==> config.mk <==
export PLATFORM = sky130hd
export DESIGN_NAME = sfa_top
export DESIGN_NICKNAME = d
export VERILOG_FILES = /design/src/rtl/sfa_pkg.sv /design/src/rtl/sfa_alu.sv /design/src/rtl/sfa_flag_cmd.sv /design/src/rtl/sfa_psr.sv /design/src/rtl/sfa_top.sv
export SDC_FILE = /design/constraint.sdc
export NUM_CORES = 1
export LEC_CHECK = 0
export CORE_MARGIN = 4
export CORE_UTILIZATION = 50
export CTS_CLUSTER_DIAMETER = 200
export DETAILED_ROUTE_END_ITERATION = 8
export PLACE_DENSITY_LB_ADDON = 0.12
export SKIP_LAST_GASP = 1
export SLEW_MARGIN = 20
export SYNTH_ARGS = -nofsm -noshare
export SYNTH_HDL_FRONTEND = slang
export SYNTH_SLANG_ARGS = --single-unit
==> constraint.sdc <==
create_clock -name clk -period 3.8 [get_ports clk]
set_input_delay 0.57 -clock clk [delete_from_list [all_inputs] [get_ports clk]]
set_output_delay 0.57 -clock clk [all_outputs]
set_load 0.02 [all_outputs]
==> src/rtl/sfa_pkg.sv <==
package sfa_pkg;
  typedef enum logic [3:0] {
    OP_ADC  = 4'd0,  OP_SBC = 4'd1,  OP_AND = 4'd2,  OP_ORA = 4'd3,
    OP_EOR  = 4'd4,  OP_LDA = 4'd5,  OP_BIT = 4'd6,  OP_SEC = 4'd7,
    OP_CLC  = 4'd8,  OP_SEI = 4'd9,  OP_CLI = 4'd10, OP_SED = 4'd11,
    OP_CLD  = 4'd12, OP_SETM = 4'd13, OP_CLM = 4'd14, OP_CLV = 4'd15
  } op_e;

  localparam int PSR_W = 8;
  localparam int F_C = 0;
  localparam int F_Z = 1;
  localparam int F_I = 2;
  localparam int F_D = 3;
  localparam int F_B = 4;
  localparam int F_M = 5;
  localparam int F_V = 6;
  localparam int F_N = 7;
  localparam logic [PSR_W-1:0] PSR_RESET = 8'h04;
endpackage

==> src/rtl/sfa_alu.sv <==
module sfa_alu
  import sfa_pkg::*;
#(
  parameter int DW = 8
) (
  input  op_e           op,
  input  logic [DW-1:0] acc,
  input  logic [DW-1:0] mem_x,
  input  logic [DW-1:0] opnd,
  input  logic          m_mode,
  input  logic          c_in,
  input  logic          v_in,
  output logic [DW-1:0] res,
  output logic          to_mem,
  output logic          wr,
  output logic          c_new,
  output logic          v_new,
  output logic          n_new,
  output logic          z_new,
  output logic          upd_c,
  output logic          upd_v,
  output logic          upd_nz
);
  localparam int MSB = DW - 1;
  localparam int SGN = DW - 2;

  logic          is_alu;
  logic [DW-1:0] lhs;
  logic [DW:0]   sum_add;
  logic [DW:0]   sum_sub;
  logic          ovf_add;
  logic          ovf_sub;

  always_comb begin
    is_alu  = (op == OP_ADC) || (op == OP_SBC) || (op == OP_AND) ||
              (op == OP_ORA) || (op == OP_EOR);
    lhs     = (m_mode && is_alu) ? mem_x : acc;
    sum_add = {1'b0, lhs} + {1'b0, opnd} + {{DW{1'b0}}, c_in};
    sum_sub = {1'b0, lhs} + {1'b0, ~opnd} + {{DW{1'b0}}, c_in};
    ovf_add = (lhs[MSB] == opnd[MSB]) && (sum_add[MSB] != lhs[MSB]);
    ovf_sub = (lhs[MSB] != opnd[MSB]) && (sum_sub[MSB] != lhs[MSB]);

    res    = '0;
    wr     = 1'b0;
    to_mem = m_mode && is_alu;
    c_new  = c_in;
    v_new  = v_in;
    upd_c  = 1'b0;
    upd_v  = 1'b0;
    upd_nz = 1'b0;
    unique case (op)
      OP_ADC: begin
        res = sum_add[DW-1:0]; c_new = sum_add[DW]; v_new = v_in | ovf_add;
        upd_c = 1'b1; upd_v = 1'b1; upd_nz = 1'b1; wr = 1'b1;
      end
      OP_SBC: begin
        res = sum_sub[DW-1:0]; c_new = sum_sub[DW]; v_new = v_in | ovf_sub;
        upd_c = 1'b1; upd_v = 1'b1; upd_nz = 1'b1; wr = 1'b1;
      end
      OP_AND: begin res = lhs & opnd; upd_nz = 1'b1; wr = 1'b1; end
      OP_ORA: begin res = lhs | opnd; upd_nz = 1'b1; wr = 1'b1; end
      OP_EOR: begin res = lhs ^ opnd; upd_nz = 1'b1; wr = 1'b1; end
      OP_LDA: begin res = opnd; upd_nz = 1'b1; wr = 1'b1; end
      OP_BIT: begin
        res = acc & opnd; v_new = opnd[SGN]; upd_v = 1'b1; upd_nz = 1'b1;
      end
      default: ;
    endcase

    if (op == OP_BIT) n_new = opnd[MSB];
    else              n_new = res[MSB];
    z_new = (res == '0);
  end
endmodule

==> src/rtl/sfa_flag_cmd.sv <==
module sfa_flag_cmd
  import sfa_pkg::*;
(
  input  op_e              op,
  output logic [PSR_W-1:0] set_m,
  output logic [PSR_W-1:0] clr_m
);
  always_comb begin
    set_m = '0;
    clr_m = '0;
    unique case (op)
      OP_SEC:  set_m[F_C] = 1'b1;
      OP_CLC:  clr_m[F_C] = 1'b1;
      OP_SEI:  set_m[F_I] = 1'b1;
      OP_CLI:  clr_m[F_I] = 1'b1;
      OP_SED:  set_m[F_D] = 1'b1;
      OP_CLD:  clr_m[F_D] = 1'b1;
      OP_SETM: set_m[F_M] = 1'b1;
      OP_CLM:  clr_m[F_M] = 1'b1;
      OP_CLV:  clr_m[F_V] = 1'b1;
      default: ;
    endcase
  end
endmodule

==> src/rtl/sfa_psr.sv <==
module sfa_psr
  import sfa_pkg::*;
(
  input  logic             clk,
  input  logic             rst,
  input  logic             fire,
  input  op_e              op,
  input  logic             c_new,
  input  logic             v_new,
  input  logic             n_new,
  input  logic             z_new,
  input  logic             upd_c,
  input  logic             upd_v,
  input  logic             upd_nz,
  input  logic [PSR_W-1:0] set_m,
  input  logic [PSR_W-1:0] clr_m,
  output logic [PSR_W-1:0] psr_q
);
  logic [PSR_W-1:0] alu_nxt;
  logic [PSR_W-1:0] psr_d;

  always_comb begin
    alu_nxt = psr_q;
    if (upd_c)  alu_nxt[F_C] = c_new;
    if (upd_v)  alu_nxt[F_V] = v_new;
    if (upd_nz) begin
      alu_nxt[F_N] = n_new;
      alu_nxt[F_Z] = z_new;
    end
  end

  for (genvar b = 0; b < PSR_W; b++) begin : g_bit
    assign psr_d[b] = set_m[b] | (~clr_m[b] & alu_nxt[b]);
  end

  always_ff @(posedge clk) begin
    if (rst)       psr_q <= PSR_RESET;
    else if (fire) psr_q <= psr_d;
  end


  v_rise_chk: assert property (@(posedge clk) disable iff (rst)
    $rose(psr_q[F_V]) |-> $past(fire && (op == OP_ADC || op == OP_SBC || op == OP_BIT)));

  v_clear_chk: assert property (@(posedge clk) disable iff (rst)
    fire && op == OP_CLV |=> !psr_q[F_V]);

  brk_zero_chk: assert property (@(posedge clk) disable iff (rst)
    fire |=> !psr_q[F_B]);

  irq_only_chk: assert property (@(posedge clk) disable iff (rst)
    fire && !(op == OP_SEI || op == OP_CLI) |=> $stable(psr_q[F_I]));

  idle_hold_chk: assert property (@(posedge clk) disable iff (rst)
    !fire |=> $stable(psr_q));
endmodule

==> src/rtl/sfa_top.sv <==
module sfa_top
  import sfa_pkg::*;
#(
  parameter int DW = 8
) (
  input  logic          clk,
  input  logic          rst,
  input  logic          in_valid,
  output logic          in_ready,
  input  logic [3:0]    op_code,
  input  logic [DW-1:0] acc_in,
  input  logic [DW-1:0] memx_in,
  input  logic [DW-1:0] opnd_in,
  output logic          out_valid,
  input  logic          out_ready,
  output logic [DW-1:0] res_data,
  output logic          res_dest,
  output logic          res_wr,
  output logic [7:0]    psr_o
);
  op_e              op;
  logic             fire;
  logic [DW-1:0]    alu_res;
  logic             alu_to_mem, alu_wr;
  logic             c_new, v_new, n_new, z_new;
  logic             upd_c, upd_v, upd_nz;
  logic [PSR_W-1:0] set_m, clr_m;
  logic [PSR_W-1:0] psr_q;

  assign op       = op_e'(op_code);
  assign in_ready = !out_valid || out_ready;
  assign fire     = in_valid && in_ready;
  assign psr_o    = psr_q;

  sfa_alu #(.DW(DW)) u_alu (
    .op(op), .acc(acc_in), .mem_x(memx_in), .opnd(opnd_in),
    .m_mode(psr_q[F_M]), .c_in(psr_q[F_C]), .v_in(psr_q[F_V]),
    .res(alu_res), .to_mem(alu_to_mem), .wr(alu_wr),
    .c_new(c_new), .v_new(v_new), .n_new(n_new), .z_new(z_new),
    .upd_c(upd_c), .upd_v(upd_v), .upd_nz(upd_nz)
  );

  sfa_flag_cmd u_cmd (.op(op), .set_m(set_m), .clr_m(clr_m));

  sfa_psr u_psr (
    .clk(clk), .rst(rst), .fire(fire), .op(op),
    .c_new(c_new), .v_new(v_new), .n_new(n_new), .z_new(z_new),
    .upd_c(upd_c), .upd_v(upd_v), .upd_nz(upd_nz),
    .set_m(set_m), .clr_m(clr_m), .psr_q(psr_q)
  );

  always_ff @(posedge clk) begin
    if (rst) begin
      out_valid <= 1'b0;
      res_data  <= '0;
      res_dest  <= 1'b0;
      res_wr    <= 1'b0;
    end else if (fire) begin
      out_valid <= 1'b1;
      res_data  <= alu_res;
      res_dest  <= alu_to_mem;
      res_wr    <= alu_wr;
    end else if (out_ready) begin
      out_valid <= 1'b0;
    end
  end


  beat_hold_chk: assert property (@(posedge clk) disable iff (rst)
    out_valid && !out_ready |=> out_valid && $stable(res_data) &&
                                $stable(res_dest) && $stable(res_wr));

  dest_mode_chk: assert property (@(posedge clk) disable iff (rst)
    fire && (op == OP_ADC || op == OP_SBC || op == OP_AND || op == OP_ORA || op == OP_EOR)
      |=> res_dest == $past(psr_q[F_M]));

  beat_out_chk: assert property (@(posedge clk) disable iff (rst)
    fire |=> out_valid);
endmodule

**Word level (Yosys, flattened, before mapping)**

Index checks and enable logic that the tools add are counted.

- Register bits: 18
- Input port bits: 32
- Output and inout bits: 20
- Word-level logic and storage cells: 90

- Add/subtract/negate cells: 4
- Equality and inequality tests: 19
- Muxes and demuxes: 22
- Bitwise gates (word level): 21
- Reductions and logical operators: 18

Operators with widths:

| cell | count |
|---|---|
| $pmux 8 s7 | 1 |
| $eq 4x4->1 const B | 8 |
| $add 8x8->9 | 2 |
| $add 9x1->9 | 2 |
| $mux 1 | 18 |
| $and 8x8->8 | 2 |
| $eq 4x3->1 const B | 4 |
| $eq 4x2->1 const B | 2 |
| $logic_not 8->1 | 1 |
| $mux 8 | 1 |
| $not 8->8 | 1 |
| $or 8x8->8 | 1 |
| $xor 8x8->8 | 1 |
| $reduce_or 7->1 | 1 |
| $or 1x1->1 | 6 |
| $reduce_or 6->1 | 1 |
| $and 1x1->1 | 5 |
| $logic_or 1x1->1 | 5 |
| $not 1->1 | 5 |
| $eq 4x1->1 const B | 1 |
| $logic_and 1x1->1 | 4 |
| $logic_not 4->1 | 1 |
| $ne 1x1->1 | 3 |
| $pmux 1 s3 | 1 |
| 7 further kinds | 7 |

**Depth between registers and ports, before layout**

Gate-level depths: netlist of run 1.

- Word-level depth: 15
- Depth in mapped cells: 15

**Cells and area by module**

Synthesis of run 1 repeated with hierarchy kept, for this count alone.

- Cell total of the unflattened synthesis: 331
- Area total of the unflattened synthesis: 2677.6 µm²

By module, submodules not included:

| module | times used | cells each | area an instance (µm²) | seq. area each (µm²) |
|---|---|---|---|---|
| sfa_alu | 1 | 222 | 1640.3 | 0.0 |
| sfa_top | 1 | 50 | 506.7 | 220.2 |
| sfa_psr | 1 | 42 | 366.6 | 160.2 |
| sfa_flag_cmd | 1 | 17 | 163.9 | 0.0 |

**Worst setup path before layout of run 1**

No wires, ideal clock.

- Path kind: input to register
- From: in op_code[3]
- To: reg u_psr.psr_q[1]
- Setup time: 116 ps
- Data arrival time: 3373 ps
- Required time: 3684 ps
- Slack: 312 ps
- Cell stages on the path: 14
- Path through: buf_2 > inv_2 > nand3_2 > mux2_2 > inv_1 > fa_1 > fa_1 > nor2b_1 > o32a_1 > nor3_1 > a311oi_1 > and4_1 > and4b_1 > a31o_1

- Longest elaborated chain between the ends: 11

RTL lines:

| item | line | RTL |
|---|---|---|
| start: declaration | sfa_top.sv:10 | `input logic [3:0] op_code,` |
| $eq 4x1->1 / $logic_not 4->1 (equally long branches) | sfa_alu.sv:35, sfa_alu.sv:51 |  |
| $logic_or 1x1->1 (3 in a row) | sfa_alu.sv:35 | `is_alu = (op == OP_ADC) \|\| (op == OP_SBC) \|\| (op == OP_AND) \|\|` |
| $logic_or 1x1->1 | sfa_alu.sv:36 | `(op == OP_ORA) \|\| (op == OP_EOR);` |
| $logic_and 1x1->1 | sfa_alu.sv:37 | `lhs = (m_mode && is_alu) ? mem_x : acc;` |
| $mux 8 | sfa_alu.sv:37 |  |
| $add 8x8->9 (on tied branches) | sfa_alu.sv:39, sfa_alu.sv:38 |  |
| $add 9x1->9 (on tied branches) | sfa_alu.sv:39, sfa_alu.sv:38 |  |
| $pmux 8 s7 | sfa_alu.sv:51 | `unique case (op)` |
| $logic_not 8->1 | sfa_alu.sv:72 | `z_new = (res == '0);` |
| end signal: assignment | sfa_psr.sv:38 | `else if (fire) psr_q <= psr_d;` |
| end: declaration | sfa_psr.sv:17 | `output logic [PSR_W-1:0] psr_q` |

Parallel ways exist; a longest one is shown, timed or not.
A chain may end at the register's enable or synchronous reset.

**Worst setup path after layout of run 1**

- From: in op_code[0]
- To: reg u_psr.psr_q[1]

Same word-level chain as after synthesis.

==> metrics, run 1 <==
GRT Total Usage between 20% and 30%; CTS Sinks 18; Residual DRC 0; Area after DPL approximately 3200 um^2; die area 6190 um^2; Pwr Total 0.721 mW; latest clock arrival within the worst-skew pair approximately 0.26 ns; Slew Viols, Final 0; Post-Place Cells 450; htree depth 1; initial core utilization 52.2%; Worst-Margin Slew 0.561 ns; hold_buf cts 0; # IOs 52; fmax 275 MHz; vias in the first global route 2602; DRT Pass-1 Iters 5; cell breakdown of the critical path clkdlybuf4s50_1, o21ai_2, nand3_2, mux2_2, inv_1, fa_2, fa_1, nor2b_1, o32a_1, nor3_1, a311oi_1, buf_4, and4_1, and4b_1, a31o_1; DIE HEIGHT roughly 79 um; antenna violations before repair 0; nets between 400 and 500; CTS tree done; synthesized cell area approximately 2500 um^2; clk buf depth 2; largest cells by area after synthesis dfxtp_1 14%, ha_1 12%, a21oi_1 5.0%; area grow syn2layout 30.3%; Setup crit end kind flip-flop; crit-path max cell delay 0.43 ns; Max Cap Viol 0; max_slew headroom between 60% and 70%; Critical Path Fanout Max 3; period utilization 95.6%; synth unique cells between 70 and 80; Synth Register Bits 18; die span in x 78.7 um; DP HPWL 5.96 mm; Slowest cell on crit path clkdlybuf4s50_1; ys flop type dfxtp_1; power density cells 222 nW/um^2; Final ANT Viol Nets 0; ant diodes 0; Avg Inst Size Synth between 7 and 8 um^2; fraction of registers with async set/reset 0%; crit path kind input pin to flip-flop; WP data required 3.96 ns; CP delay by family, top adder cells; crit path launch type input pin; synth warn 0; most common cell in the netlist inv_1; share of layout cells above drive strength 1 between 10% and 20%; fin crit period 3.63 ns; top cells by count, synth 28 x inv_1, 25 x a21oi_1, 24 x ha_1; leakage power 1.37 nW; Setup Fix Bufs, Post-CTS 0; Mapped Cells about 330; Yosys top cell area share 14.4%; VDD IR max 0.142 mV; fin area 3250 um^2; post-synthesis sequential area ratio 14.4%; outcome finished clean; GPL Wtd Cong 0.965; clk_skew 0.00574 ns; largest net degree at the start of global routing 29; final wirelength 7.59 mm; clk root buf clkbuf_8; Rows 25; first-pass GRT wire length 12.5 mm; clock slew at reported path FFs about 0.07 ns; buffers and inverters on the worst path 3; GRT overflow 0; drt first-iter violations approximately 200; routed via count 2726; EDFF count, synth 0; Syn Nets 387; Synth area leader dfxtp_1; # setup viols final 0; setup TNS 0 ns; Core ar. 4790 um^2; Hold Vio Cnt, Final 0; fin cells 453; CTS Buf Count 3; unrepaired setup endpoints after global routing true; vias per std cell roughly 6.0; Routed wire per std cell 16.7 um; port bufs 50; WP data arrival between 3 and 4 ns; worst hold path type flip-flop to flip-flop; Hold Slack about 0.46 ns
metrics by stage:
stage	worst slack [ns]	util [%]
detailed placement	-0.166	66.6
floorplan	0.312	-
global placement	-0.116	66.6
global route	-0.000279	67.9
CTS	0.0796	67.5
finish	0.168	67.9
flip-flops by register name (all words and copies together), names as in the netlist:
| register | count |
|---|---|
| out_valid | 1 |
| res_data | 8 |
| res_dest | 1 |
| res_wr | 1 |
| u_psr.psr_q | 7 |
metal layers:
metal	GRT usage (%)	up-vias	wire (um)
met3	2.52	15	618
met1	32.4	1267	3090
li1	-	1316	-
met5	0	-	0
met4	9.44	0	174
met2	44.0	128	3700
cell families after synthesis:
group	count (synthesis)	synth area share, %
AOI/OAI and AO/OA	99	28.3
xor gates and xnor gates	7	3.01
adders and majority gates	28	15.2
buffers and inverters	56	10.0
DFF	18	14.4
muxes	14	6.07
other	1	0.150
and+or+nand+nor	104	22.8
final timing paths:
kind,end,cells past startpoint,slack (ns),start
setup / recovery,u_psr.psr_q[1]$_SDFFE_PP0P_,15,0.17,op_code[0]
hold / removal,res_data[6]$_SDFFE_PP0P_,2,0.46,res_data[6]$_SDFFE_PP0P_
setup reg to reg,u_psr.psr_q[1]$_SDFFE_PP0P_,13,0.67,u_psr.psr_q[5]$_SDFFE_PP0P_
hold reg to reg,res_data[6]$_SDFFE_PP0P_,2,0.46,res_data[6]$_SDFFE_PP0P_
placed cells by master (no fill, tap or decap), types with 6 or more instances in the layout:
master | Yosys | layout
nand3_1 | 11 | 11
inv_1 | 28 | 28
dfxtp_1 | 18 | 18
nor2_1 | 22 | 22
a211oi_1 | 8 | 8
nor2b_1 | 8 | 7
nand2_1 | 16 | 16
a21oi_1 | 25 | 25
buf_4 | 4 | 33
mux2_2 | 9 | 9
nor4_1 | 6 | 6
ha_1 | 24 | 24
nand2b_1 | 6 | 6
o21ai_0 | 14 | 14
clkdlybuf4s50_1 | 0 | 50
nor3_1 | 8 | 8
power breakdown:
group | switching, mW | internal, mW
sequential | 0.00603 | 0.200
clock | 0.0638 | 0.0707
combinational | 0.201 | 0.179
total | 0.271 | 0.450
worst register-to-register path: stages (launching register included):
cell      delay (ns)
dfxtp_1         0.41
nand3_2         0.09
mux2_2          0.24
inv_1           0.09
fa_2            0.40
fa_1            0.40
nor2b_1         0.15
o32a_1          0.28
nor3_1          0.15
a311oi_1        0.06
buf_4           0.16
and4_1          0.19
and4b_1         0.21
a31o_1          0.20
final cells by class:
class                           count  area (um^2)
Timing Repair Buffer               83          748
Fill cell                         436         1530
Sequential cell                    18          360
Inverter                           29          109
Clock buffer                        3         41.3
Multi-Input combinational cell    253         1910
Tap cell                           67         83.8
timing repair:
action / CTS / global route
gates resized for setup: 0 / 6
hold endpoints to repair: 0 / 0
endpoints found under the setup margin: 0 / 2
(Power assumes the default switching activity.)
==> run 2: changes to the inputs <==
CAP_MARGIN = 20   (was default)
==> results of run 2 <==
Final layout, timing and power as in run 1 (identical DEF).
